$ cat src/rtl/vtg_pkg.sv
package vtg_pkg;
  // Position of a counter within its axis sequence.
  typedef enum logic [1:0] {
    PH_SYNC  = 2'd0,
    PH_DELAY = 2'd1,
    PH_VIS   = 2'd2,
    PH_IDLE  = 2'd3
  } phase_t;
endpackage

$ cat src/rtl/vtg_shadow.sv
module vtg_shadow #(
  parameter int SW = 8,
  parameter int GW = 16
) (
  input  logic          clk,
  input  logic          rst,
  input  logic          load,
  input  logic [2*SW+GW-1:0] htim_i,
  input  logic [2*SW+GW-1:0] vtim_i,
  input  logic [2*GW-1:0]    len_i,
  output logic [SW-1:0] sync_q [2],
  output logic [SW-1:0] gdel_q [2],
  output logic [GW-1:0] gate_q [2],
  output logic [GW-1:0] tot_q  [2]
);
  localparam int TW = 2*SW + GW;

  logic [TW-1:0] tim_w [2];
  assign tim_w[0] = htim_i;
  assign tim_w[1] = vtim_i;

  // Index 0 is horizontal, 1 is vertical; totals sit high then low in len_i.
  for (genvar a = 0; a < 2; a++) begin : g_axis
    always_ff @(posedge clk) begin
      if (rst || load) begin
        sync_q[a] <= tim_w[a][TW-1 -: SW];
        gdel_q[a] <= tim_w[a][GW+SW-1 -: SW];
        gate_q[a] <= tim_w[a][GW-1:0];
        tot_q[a]  <= len_i[(2-a)*GW-1 -: GW];
      end
    end
  end
endmodule

$ cat src/rtl/vtg_axis.sv
module vtg_axis
  import vtg_pkg::*;
#(
  parameter int SW = 8,
  parameter int GW = 16
) (
  input  logic          clk,
  input  logic          rst,
  input  logic          run,
  input  logic          step,
  input  logic [SW-1:0] sync_w,
  input  logic [SW-1:0] gdel,
  input  logic [GW-1:0] gate,
  input  logic [GW-1:0] total,
  output logic [GW-1:0] cnt,
  output logic          last,
  output phase_t        phase
);
  localparam int EW = GW + 2;

  logic [EW-1:0] cnt_e, sync_e, vis_lo, vis_hi;

  assign cnt_e  = EW'(cnt);
  assign sync_e = EW'(sync_w);
  assign vis_lo = EW'(sync_w) + EW'(gdel) + EW'(2);
  assign vis_hi = vis_lo + EW'(gate);
  assign last   = (cnt == total);

  always_comb begin
    if (cnt_e <= sync_e)     phase = PH_SYNC;
    else if (cnt_e < vis_lo) phase = PH_DELAY;
    else if (cnt_e <= vis_hi) phase = PH_VIS;
    else                     phase = PH_IDLE;
  end

  always_ff @(posedge clk) begin
    if (rst || !run)   cnt <= '0;
    else if (step)     cnt <= last ? '0 : cnt + GW'(1);
  end
endmodule

$ cat src/rtl/vtg_outreg.sv
module vtg_outreg
  import vtg_pkg::*;
(
  input  logic   clk,
  input  logic   rst,
  input  logic   en,
  input  logic   hpol,
  input  logic   vpol,
  input  logic   cpol,
  input  logic   bpol,
  input  phase_t h_phase,
  input  phase_t v_phase,
  input  logic   h_zero,
  input  logic   v_zero,
  output logic   hsync_o,
  output logic   vsync_o,
  output logic   csync_o,
  output logic   blank_o,
  output logic   line_start_o,
  output logic   frame_start_o
);
  logic hs_raw, vs_raw, bl_raw;

  assign hs_raw = (h_phase == PH_SYNC);
  assign vs_raw = (v_phase == PH_SYNC);
  assign bl_raw = !((h_phase == PH_VIS) && (v_phase == PH_VIS));

  always_ff @(posedge clk) begin
    if (rst || !en) begin
      hsync_o       <= hpol;
      vsync_o       <= vpol;
      csync_o       <= cpol;
      blank_o       <= !bpol;
      line_start_o  <= 1'b0;
      frame_start_o <= 1'b0;
    end else begin
      hsync_o       <= hs_raw ^ hpol;
      vsync_o       <= vs_raw ^ vpol;
      csync_o       <= (hs_raw ^ vs_raw) ^ cpol;
      blank_o       <= bl_raw ^ bpol;
      line_start_o  <= h_zero;
      frame_start_o <= h_zero && v_zero;
    end
  end
endmodule

$ cat src/rtl/vtg_top.sv
module vtg_top
  import vtg_pkg::*;
#(
  parameter int SW = 8,
  parameter int GW = 16
) (
  input  logic              clk,
  input  logic              rst,
  input  logic              en,
  input  logic              hpol,
  input  logic              vpol,
  input  logic              cpol,
  input  logic              bpol,
  input  logic [2*SW+GW-1:0] htim_i,
  input  logic [2*SW+GW-1:0] vtim_i,
  input  logic [2*GW-1:0]    len_i,
  output logic              hsync_o,
  output logic              vsync_o,
  output logic              csync_o,
  output logic              blank_o,
  output logic              line_start_o,
  output logic              frame_start_o
);
  logic [SW-1:0] sync_q [2];
  logic [SW-1:0] gdel_q [2];
  logic [GW-1:0] gate_q [2];
  logic [GW-1:0] tot_q  [2];
  logic [GW-1:0] cnt_a  [2];
  logic          last_a [2];
  phase_t        ph_a   [2];
  logic          step_a [2];
  logic          frame_end;
  logic [GW-1:0] h_cnt, v_cnt, h_tot, v_tot;

  assign step_a[0] = 1'b1;
  assign step_a[1] = last_a[0];
  assign frame_end = last_a[0] && last_a[1];
  assign h_cnt = cnt_a[0];
  assign v_cnt = cnt_a[1];
  assign h_tot = tot_q[0];
  assign v_tot = tot_q[1];

  vtg_shadow #(.SW(SW), .GW(GW)) u_shadow (
    .clk(clk), .rst(rst), .load(!en || frame_end),
    .htim_i(htim_i), .vtim_i(vtim_i), .len_i(len_i),
    .sync_q(sync_q), .gdel_q(gdel_q), .gate_q(gate_q), .tot_q(tot_q)
  );

  for (genvar a = 0; a < 2; a++) begin : g_axis
    vtg_axis #(.SW(SW), .GW(GW)) u_axis (
      .clk(clk), .rst(rst), .run(en), .step(step_a[a]),
      .sync_w(sync_q[a]), .gdel(gdel_q[a]), .gate(gate_q[a]), .total(tot_q[a]),
      .cnt(cnt_a[a]), .last(last_a[a]), .phase(ph_a[a])
    );
  end

  vtg_outreg u_out (
    .clk(clk), .rst(rst), .en(en),
    .hpol(hpol), .vpol(vpol), .cpol(cpol), .bpol(bpol),
    .h_phase(ph_a[0]), .v_phase(ph_a[1]),
    .h_zero(cnt_a[0] == '0), .v_zero(cnt_a[1] == '0),
    .hsync_o(hsync_o), .vsync_o(vsync_o), .csync_o(csync_o), .blank_o(blank_o),
    .line_start_o(line_start_o), .frame_start_o(frame_start_o)
  );
endmodule

$ cat config.mk
export PLATFORM = sky130hd
export DESIGN_NAME = vtg_top
export DESIGN_NICKNAME = d
export VERILOG_FILES = /design/src/rtl/vtg_pkg.sv /design/src/rtl/vtg_shadow.sv /design/src/rtl/vtg_axis.sv /design/src/rtl/vtg_outreg.sv /design/src/rtl/vtg_top.sv
export SDC_FILE = /design/constraint.sdc
export NUM_CORES = 1
export LEC_CHECK = 0
export CAP_MARGIN = 10
export CORE_UTILIZATION = 23
export DETAILED_ROUTE_END_ITERATION = 8
export PLACE_DENSITY = 0.39
export SETUP_SLACK_MARGIN = 0.2
export SLEW_MARGIN = 5
export SYNTH_ARGS = -nofsm -noshare
export SYNTH_HDL_FRONTEND = slang
export SYNTH_HIERARCHICAL = 1
export SYNTH_SLANG_ARGS = --single-unit
$ cat constraint.sdc
create_clock -name clk -period 10.75 [get_ports clk]
set_input_delay 1.075 -clock clk [delete_from_list [all_inputs] [get_ports clk]]
set_output_delay 1.075 -clock clk [all_outputs]
set_load 0.05 [all_outputs]
# ---- Word-level counts from Yosys, hierarchy flattened
# Cells that the tools add are included.
dict set report totals {
  word_cells 64
  regBits 134
  output_inout_bits 6
  input_bits 103
}
dict set report op_classes {
  bitwise_logic 5
  n_eq_ne 4
  add_sub_neg 8
  n_reduce_logical 14
  mux 11
  magnitude_cmp 6
}
# operator count
set op_table {}
lappend op_table {{$add A18 B16 Y18} 2}
lappend op_table {{$add A18 B2 Y18 const B} 2}
lappend op_table {{$le A16 B18 Y1} 2}
lappend op_table {{$lt A16 B18 Y1} 2}
lappend op_table {{$add A16 B1 Y16 const B} 2}
lappend op_table {{$eq A16 B16 Y1} 2}
lappend op_table {{$le A16 B8 Y1} 2}
lappend op_table {{$logic_not A16 Y1} 2}
lappend op_table {{$add A8 B8 Y9} 2}
lappend op_table {{$mux W16} 1}
lappend op_table {{$mux W2} 4}
lappend op_table {{$mux W1} 6}
lappend op_table {{$xor A1 B1 Y1} 5}
lappend op_table {{$eq A2 B2 Y1 const B} 2}
lappend op_table {{$logic_not A2 Y1} 2}
lappend op_table {{$logic_and A1 B1 Y1} 3}
lappend op_table {{$logic_not A1 Y1} 3}
lappend op_table {{$logic_or A1 B1 Y1} 3}
lappend op_table {{$reduce_or A2 Y1} 1}

# ---- Longest topological paths before layout
# Gate-level depths: netlist of run 1.
dict set report logic_depth {
  depth_word 12
  depth_mapped 29
  mapped_depth_nobuf 29
}

# ---- Hierarchy
# Netlist of run 1, hierarchy kept.
# mod area_each_um2 seq_area_each_um2 n_inst cells_per_inst
set by_module_without_submodules {}
lappend by_module_without_submodules {vtg_shadow 2889.0 2882.8 1 97}
lappend by_module_without_submodules {{vtg_axis (g_axis[0].u_axis)} 2652.5 320.3 1 323}
lappend by_module_without_submodules {{vtg_axis (g_axis[1].u_axis)} 2623.8 320.3 1 324}
lappend by_module_without_submodules {vtg_outreg 234.0 120.1 1 22}
lappend by_module_without_submodules {vtg_top 78.8 0.0 1 13}

# ---- Worst setup path after synthesis of run 1
# Ideal clock, no wire load.
dict set report synth_path {
  path_type {reg2reg}
  startpoint {register u_shadow/sync_q[1] (netlist bit)}
  endpoint {register u_out.csync_o}
  setup_ps 121
  synth_period_minus_slack_ps 4927
  path_buffers 0
  required_ps 10629
  slack_ps 5823
  path_stages_with_launch 30
  arrival_ps 4806
  path_cell_list {edfxtp_1 > inv_1 > ha_1 > inv_1 > ha_1 > fa_1 > a21o_1 > a21oi_1 > o21ai_0 > a21oi_1 > nor2b_1 > o21a_1 > ha_1 > a211oi_1 > nand2_1 > o211ai_1 > o21ba_1 > nand3_1 > xor2_1 > ha_1 > nand4_1 > nor2_1 > nand2_1 > o211a_1 > a211o_1 > a21oi_1 > nor2_2 > xnor2_1 > nor2_1 > xor2_1}
}
# item line
set synth_lines {}
lappend synth_lines {{start, declared} vtg_shadow.sv:11} ;# output logic [SW-1:0] sync_q [2],
lappend synth_lines {{start signal, assigned by index} vtg_shadow.sv:26} ;# sync_q[a] <= tim_w[a][TW-1 -: SW];
lappend synth_lines {{end signal, assigned} vtg_outreg.sv:32} ;# csync_o <= cpol;
lappend synth_lines {{end signal, assigned} vtg_outreg.sv:39} ;# csync_o <= (hs_raw ^ vs_raw) ^ cpol;
lappend synth_lines {{end, declared} vtg_outreg.sv:17} ;# output logic csync_o,

==> results of run 1 <==
==> final timing paths <==
check / to / slack, ps / cells after the start
worst max-delay path: u_out/csync_o / 4980 / 29
worst min-delay path: g_axis[0].u_axis/cnt[15] / 640 / 2
worst max register to register: u_out/csync_o / 4980 / 29
worst min register to register: g_axis[0].u_axis/cnt[15] / 640 / 2
==> synth_stat cells (2+ instances only) <==
master,count
o22ai_1,2
edfxtp_1,96
nor2_1,69
nor2_2,2
a211oi_1,6
and3_1,7
a21oi_1,39
nor3_1,15
dfxtp_1,38
a211o_1,3
fa_1,4
o2111ai_1,3
and2_1,2
nor4_2,3
o21bai_1,2
buf_2,3
a2111oi_2,3
nand4_1,27
nand2_1,40
a21o_1,11
nand3b_2,2
mux2i_1,2
o211a_1,4
nor2b_1,10
nor4_1,11
and4_1,4
o211ai_1,6
o21a_1,11
a21boi_0,2
nand3_1,17
xnor2_1,62
xor2_1,45
nand2b_1,3
buf_6,3
a21oi_2,2
inv_1,56
a211oi_2,2
a2111oi_0,2
o21ai_0,20
ha_1,120
==> where the power goes <==
part | internal [mW] | total (mW) | switching [mW]
sequential | 0.584 | 0.599 | 0.0148
clock | 0.347 | 0.588 | 0.241
combinational | 0.213 | 0.463 | 0.250
total | 1.14 | 1.65 | 0.506
==> critical path: cells and delay by family, from the launching register on <==
family,cells,cell delay (ps)
buffers and inverters,2,100
adder cells (fa/ha/maj),5,1420
XOR/XNOR,3,530
AO/OA/AOI/OAI,11,2460
flip-flops,1,320
AND/OR/NAND/NOR,8,850
==> cell families (layout without fill, tap and decap cells) <==
group / count (synthesis) / in the layout / share of synthesized area
other: 1 / 2 / 0.000442
buffers and inverters: 63 / 198 / 0.0311
multiplexers: 2 / 2 / 0.00236
flip-flops: 134 / 134 / 0.430
AND/OR/NAND/NOR: 221 / 221 / 0.134
adder cells (fa/ha/maj): 124 / 124 / 0.187
XOR/XNOR: 107 / 107 / 0.111
AO/OA/AOI/OAI: 127 / 127 / 0.106
==> metrics by stage <==
stage	total power [mW]	hold WS, ps	instance area, um^2	worst slack [ps]	util
after CTS	1.68	645	10700	4970	0.298
after global routing	1.76	681	10700	4580	0.298
after detailed placement	1.08	634	10100	5010	0.281
after global placement	1.08	636	10100	5080	0.281
final	1.65	640	10700	4980	0.298
after floorplan	0.940	560	8480	5820	-
==> cell type report <==
class / count / area, um^2 / share of cell area
Clock inverter: 8 / 56.3 / 0.00527
Tap cell: 461 / 577 / 0.0540
Antenna cell: 1 / 2.50 / 0.000234
Inverter: 56 / 210 / 0.0197
Multi-Input combinational cell: 582 / 4570 / 0.428
Clock buffer: 24 / 529 / 0.0495
Sequential cell: 134 / 3640 / 0.341
Timing Repair Buffer: 110 / 1100 / 0.103
==> flip-flops by register name, summed over array words and instances, names as in the netlist <==
| signal | cells |
|---|---|
| g_axis.u_axis/cnt | 32 |
| u_shadow/tot_q | 32 |
| u_out/vsync_o | 1 |
| u_out/line_start_o | 1 |
| u_shadow/gate_q | 32 |
| u_shadow/sync_q | 16 |
| u_shadow/gdel_q | 16 |
| u_out/frame_start_o | 1 |
| u_out/csync_o | 1 |
| u_out/blank_o | 1 |
| u_out/hsync_o | 1 |
==> metal layers <==
metal  global-route usage  vias to the layer above  wire [um]
met5                    0                        -          0
met2                0.190                       88       9670
met3               0.0296                       15        763
met4               0.0379                        0        258
met1                0.167                     2748      11100
li1                     -                     3089          -
==> flow_summary.ini, run 1 <==
[outcome]
status = finished, final reports clean

[global_route]
grt_pass1_wl_um = 34900
antenna_found_initial = 1
grt_pass1_vias = 6232
track_usage = 0.123
grt_overflow_total = 0
grt_max_degree = 75

[layout]
layout.nets = 1128
drive_gt1_frac = 0.0591
area_growth_pct = 26.1
final_cell_mix = ha_1 (120), clkdlybuf4s50_1 (108), edfxtp_1 (96), nor2_1 (69), xnor2_1 (62)
final_cell_count_no_fill = 1376
n_fill_cell = 3769
layout_commonest_cell = ha_1

[hold_path]
min_from = g_axis[0].u_axis/cnt[15]
hp-class = reg -> reg

[synth]
synth_ff_type = edfxtp_1
syn_avg_cell_area_um2 = 10.9
synth_top_area_frac = 0.340
ys_ff_latch = 134
yosysSeqAreaShare = 0.430
synth_top_area_cell = edfxtp_1
synthArstFlopShare = 0
syn_area_um2 = 8480
netlist_top_cells_area = edfxtp_1 (34%), ha_1 (18%), dfxtp_1 (9.0%)
synth-warning-count = 6
syn_nets = 1006
syn_inst = 779
synth_edf_count = 96
yosysUniqueCellTypes = 60

[sta]
fin_crit_ps = 5770
hold_violations = 0
setup_viol = 0
grt_setup_unrepaired = no
relSlewSlack = 0.297
fmax_mhz = 173
skew_ps = 13.2
fin_crit_sh = 0.536
slew_violations = 0
finalSetupTns_ps = 0
worst_slew_pin_slew_ps = 1050

[worst_setup_path]
start_kind = flop
critPathArrivalTime_ps = 6120
worstPathRequired_ps = 11110
slowest_delay_ps = 470
setup.worst_path.end_class = flop
cp_max_fo = 5
slowest_stage = a21oi_1
crit_top_cell = ha_1
crit_start = u_shadow/sync_q[1]
path_class = reg -> reg
r2r-start = u_shadow/sync_q[1]

[place]
placedCellCount = 1343
gp_congestion = 0.788
portBuffers = 108
dpl.hpwl_um = 16700

[routing]
drt_first_pass_iters = 4
drtAntennaViolNets = 0
wirelength_um = 21800
vias_per_cell = 4.32
detail_route.wl_per_cell_um = 15.8
num_vias = 5940
route.detailed.drc = 0
drtIter0Drc = 269

[die]
die_area_um2 = 37600
die_y_um = 194
rows = 69
start_util = 0.236
dieWidth_um = 194
core_area_um2 = 35900
io_pins = 109

[clocking]
cts_hold_buf = 0
numCtsBuffers = 17
cts-root-buf = clkbuf_16
post_cts_buffers = 0
tritoncts = yes
clk_latency_ps = 430
clk_pin_slew_ps = 60
post_cts_resized = 0
htreeDepth = 4
clockBufferDepth = 2
cts_sinks = 134

[flow_run]
drv_cap = 0

[power]
irDropWorstVdd_v = 0.0000965
power.density_nw_per_um2 = 154
p_leak_nw = 4.22
No activity file was read; power rests on OpenSTA's default activity.
==> inputs of run 2 (changes only) <==
- clock period: 10.75 -> 5.7 ns (I/O delays scaled with it)
==> run 2 against run 1 <==
  * Non-clock buffer count up 15
  * Cell area up 2.3%
  * Cell count up 1.0%
  * Worst setup slack worse by 4400 ps
  * Fmax up 12%
  * Sequential share of layout area down 0.77 points
  * Combinational power up 100%
  * Clock-buffer cell count down 5
  * Utilization up 0.69 points
==> flow_summary.ini, run 2 (synthesis results as in run 1) <==
[die]
die_area_um2 = 37600
start_util = 0.236
dieWidth_um = 194
core_area_um2 = 35900
rows = 69
die_y_um = 194
io_pins = 109

[layout]
final-seq-area_um2 = 3640
n_fill_cell = 3753
top_regs = g_axis.u_axis/cnt x32, u_shadow/gate_q x32, u_shadow/tot_q x32
layout_commonest_cell = ha_1
area_growth_pct = 29.0
multi_input_area_um2 = 4720
final_cell_mix = ha_1 (115), clkdlybuf4s50_1 (108), edfxtp_1 (96), nor2_1 (68), xnor2_1 (62)
n_antenna_cell = 0
layout.nets = 1143
drive_gt1_frac = 0.0980
fin_area_um2 = 10900

[sta]
finalSetupTns_ps = 0
hold_violations = 0
fin_crit_sh = 0.905
slew_violations = 0
hold_ws_ps = 606
fin_crit_ps = 5160
skew_ps = 14.1
relSlewSlack = 0.639
setup_viol = 0
worst_slew_pin_slew_ps = 539
fmax_mhz = 194
grt_setup_unrepaired = no

[routing]
drtAntennaViolNets = 0
detail_route.wl_per_cell_um = 15.7
num_vias = 5975
drtIter0Drc = 242
vias_per_cell = 4.30
wirelength_um = 21800
drt_first_pass_iters = 4
route.detailed.drc = 0

[global_route]
grt_pass1_wl_um = 34700
grt_pass1_vias = 6260
grt_overflow_total = 0
antenna_found_initial = 0
track_usage = 0.122
grt_max_degree = 38

[power]
seqPwrFrac = 0.356
netSwitchingFraction = 0.315
p_comb_frac = 0.298
power.total_mw = 3.18
p_leak_nw = 4.28
power.density_nw_per_um2 = 291
p_clk_frac = 0.346
p_int_mw = 2.18
irDropWorstVdd_v = 0.000182
switchingPower_mw = 1.00

[clocking]
numCtsBuffers = 17
tritoncts = yes
cts-root-buf = clkbuf_16
cts_sinks = 134
htreeDepth = 4
cts_hold_buf = 0
clk_latency_ps = 430
clk_pin_slew_ps = 70
clockBufferDepth = 2

[worst_setup_path]
start_kind = flop
worstPathRequired_ps = 6020
path_class = reg -> reg
critPathArrivalTime_ps = 5470
cp_max_fo = 3
setup.worst_path.end_class = flop

[place]
gp_congestion = 0.758
dpl.hpwl_um = 16800
placed_area_um2 = 10100
portBuffers = 108

[outcome]
status = finished, final reports clean

[hold_path]
hp-class = reg -> reg

[flow_run]
drv_cap = 0
-- run 2: layout make-up --
type                       instances  share of cell area
clock inverter                    13              0.0121
sequential                       134               0.333
multi-input combinational        582               0.431
clock buffer                      19              0.0405
inverter                          56              0.0192
timing repair buffer             125               0.111
tap                              461              0.0528
-- run 2: power groups by stage --
stage                     clock network (mW)  registers (mW)  logic [mW]
after global routing                    1.19            1.14        1.08
after CTS                               1.15            1.13       0.900
after detailed placement                   0            1.15       0.889
final                                   1.10            1.13       0.949
after floorplan                            0            1.15       0.619
after global placement                     0            1.15       0.894
-- run 2: per-stage QoR --
stage | setup slack, ps | util | std cells
after floorplan | 773 | - | 779
after global placement | 161 | 0.282 | 1347
after detailed placement | 136 | 0.282 | 1347
after CTS | 202 | 0.298 | 1379
after global routing | 181 | 0.304 | 1390
final | 544 | 0.304 | 1390
-- run 2: worst paths after layout --
kind | start | end | slack (ps) | cells after the start
setup / recovery | u_shadow/sync_q[10] | u_out/csync_o | 540 | 24
hold / removal | g_axis[0].u_axis/cnt[15] | g_axis[0].u_axis/cnt[15] | 610 | 2
setup reg to reg | u_shadow/sync_q[10] | u_out/csync_o | 540 | 24
hold reg to reg | g_axis[0].u_axis/cnt[15] | g_axis[0].u_axis/cnt[15] | 610 | 2
-- run 2: routing by layer --
layer / up-vias / routed length, um / GRT usage / part of all wire
met5: - / 0 / 0 / 0
met4: 0 / 304 / 0.0364 / 0.014
met3: 15 / 650 / 0.0287 / 0.030
met2: 86 / 9680 / 0.188 / 0.44
met1: 2751 / 11100 / 0.167 / 0.51
li1: 3123 / - / - / -
-- run 2: worst max-delay path, cell delays in order (launching register included) --
cell	delay (ps)
edfxtp_1	390
ha_1	370
ha_1	310
a21o_1	190
a21oi_2	160
o211ai_1	160
xor2_1	290
ha_1	330
a2111oi_4	370
o211a_1	250
nor2_1	80
a21o_1	180
a21oi_1	190
xor2_1	110
ha_1	280
nand4_1	110
nor2_1	130
nand2_1	70
o211a_1	130
a211o_1	300
a21oi_4	220
nor2_2	60
xnor2_1	160
nor2_1	70
xor2_1	130
-- run 2: timing repair --
item                       4_1_cts  5_1_grt
cloned                           0        0
buffers inserted                 0       11
setup endpoints to repair        3        4
gates resized for setup          3       25
pin swaps                        1       24
==> inputs of run 3 (changes only) <==
- CORE_UTILIZATION: 23 -> 56
- PLACE_DENSITY: 0.39 -> 0.8
==> run 3 against run 2 <==
  * The flow now finishes with violations (DRC)
  * Critical path depth is 5 higher
  * Cell area shrank 3.6%
  * Clock skew fell by 5.1 ps
  * Utilization up 42 points
  * Worst hold slack improved by 15 ps
  * Register-to-register slack lost 80 ps
  * Die area fell by 58%
  * Sequential share of layout area increased by 1.2 points
  * First-iteration DRC count is 120% higher
  * Largest cell class unchanged
  * Highest routed layer unchanged
==> flow_summary.ini, run 3 (synthesis results as in run 1) <==
[die]
start_util = 0.579
io_pins = 109
rows = 44
dieWidth_um = 125
die_y_um = 125
die_area_um2 = 15600
core_area_um2 = 14600

[layout]
layout_commonest_cell = ha_1
top_regs = g_axis.u_axis/cnt x32, u_shadow/gate_q x32, u_shadow/tot_q x32
drive_gt1_frac = 0.0857
n_antenna_cell = 0
final-seq-area_um2 = 3640
area_growth_pct = 24.3
final_cell_mix = ha_1 (115), clkdlybuf4s50_1 (108), edfxtp_1 (96), nor2_1 (67), xnor2_1 (62)
n_fill_cell = 1018
layout.nets = 1136
multi_input_area_um2 = 4710

[sta]
finalSetupTns_ps = 0
fmax_mhz = 191
slew_violations = 0
fin_crit_ps = 5240
relSlewSlack = 0.336
grt_setup_unrepaired = no
setup_viol = 0
skew_ps = 9.03
fin_crit_sh = 0.919
worst_slew_pin_slew_ps = 987
hold_violations = 0

[global_route]
grt_pass1_vias = 6259
grt_overflow_total = 0
track_usage = 0.251
grt_pass1_wl_um = 30900
grt_max_degree = 60
antenna_found_initial = 0

[routing]
drtIter0Drc = 543
num_vias = 6289
drtAntennaViolNets = 0
drt_first_pass_iters = 6
wirelength_um = 18600
route.detailed.drc = 18
detail_route.wl_per_cell_um = 16.8
vias_per_cell = 5.69

[worst_setup_path]
slowest_delay_ps = 360
worstPathRequired_ps = 6000
slowest_stage = fa_2
r2r-start = u_shadow/sync_q[9]
path_class = reg -> reg
r2r_cells = 29
cp_max_fo = 4
start_kind = flop
reg2reg_slack_ps = 460
crit_top_cell = ha_1
r2r-end = u_out/csync_o
critPathArrivalTime_ps = 5540
setup.worst_path.end_class = flop

[power]
power.total_mw = 3.18
irDropWorstVdd_v = 0.000283
p_leak_nw = 4.25
power.density_nw_per_um2 = 301

[clocking]
tritoncts = yes
clk_pin_slew_ps = 60
htreeDepth = 4
clockBufferDepth = 2
clk_latency_ps = 420
numCtsBuffers = 17
cts-root-buf = clkbuf_16
cts_sinks = 134

[outcome]
status = finished, violations left
violations = DRC

[place]
gp_congestion = 0.890
portBuffers = 108
dpl.hpwl_um = 13600

[hold_path]
hold_end = g_axis[0].u_axis/cnt[15]
whs_path_depth = 2
hp-class = reg -> reg
min_from = g_axis[0].u_axis/cnt[15]

[flow_run]
drv_cap = 0
run 3: cell count changes in the layout (fill, tap and decap cells not counted), moves of 3 or more:
cell	delta
clkinv_2	+3
inv_6	-6
clkinv_1	+3
buf_4	-6
run 3: cell type report:
class	instances	area share
Tap cell	184	0.0218
Inverter	56	0.0199
Timing Repair Buffer	118	0.110
Clock buffer	18	0.0407
Multi-Input combinational cell	582	0.447
Sequential cell	134	0.346
Clock inverter	14	0.0151
run 3: metrics by stage:
stage               setup slack [ps]  instances  hold slack, ps  utilization  cell area, um^2
floorplan                        773        779             560            -             8480
global placement                 413       1065             592        0.665             9750
detailed placement               142       1065             599        0.665             9750
CTS                              210       1098             622        0.707            10400
global route                     176       1106             646        0.720            10500
finish                           462       1106             620        0.720            10500
run 3: layer usage:
layer | wire length (um) | vias to the layer above | share of wire | track usage
met4 | 192 | 0 | 0.010 | 0.0552
li1 | - | 3106 | - | -
met2 | 8810 | 181 | 0.47 | 0.405
met1 | 8540 | 2982 | 0.46 | 0.348
met5 | 0 | - | 0 | 0
met3 | 1050 | 20 | 0.057 | 0.0535
run 3: power by group:
group | total, mW | internal, mW | switching [mW] | leakage [nW]
registers | 1.13 | 1.10 | 0.0282 | 1.29
logic | 0.944 | 0.440 | 0.504 | 2.68
clock network | 1.10 | 0.684 | 0.419 | 0.287
run 3: worst max-delay path, delay by kind of cell (launching register included):
family | cells | cell delay (ps)
buffers and inverters | 2 | 100
adder cells (fa/ha/maj) | 5 | 1500
AND/OR/NAND/NOR | 8 | 840
XOR/XNOR | 3 | 450
AO/OA/AOI/OAI | 11 | 1910
flip-flops | 1 | 310
run 3: repair_timing:
item,4_1_cts,5_1_grt
resized for setup,2,25
setup endpoints to repair,1,4
hold buffers,0,0
cloned,0,0
pin swaps,1,23
setup buffers,1,8
run 3: how the worst max path moves through the flow:
| stage | start | to |
|---|---|---|
| finish | u_shadow/sync_q[9] | u_out/csync_o |
| global route | u_shadow/sync_q[9] | u_out/csync_o |
| CTS | u_shadow/sync_q[10] | u_out/csync_o |
| detailed placement | u_shadow/sync_q[9] | u_out/csync_o |
| global placement | u_shadow/sync_q[1] | u_out/csync_o |
| floorplan | u_shadow/sync_q[1] | u_out/csync_o |
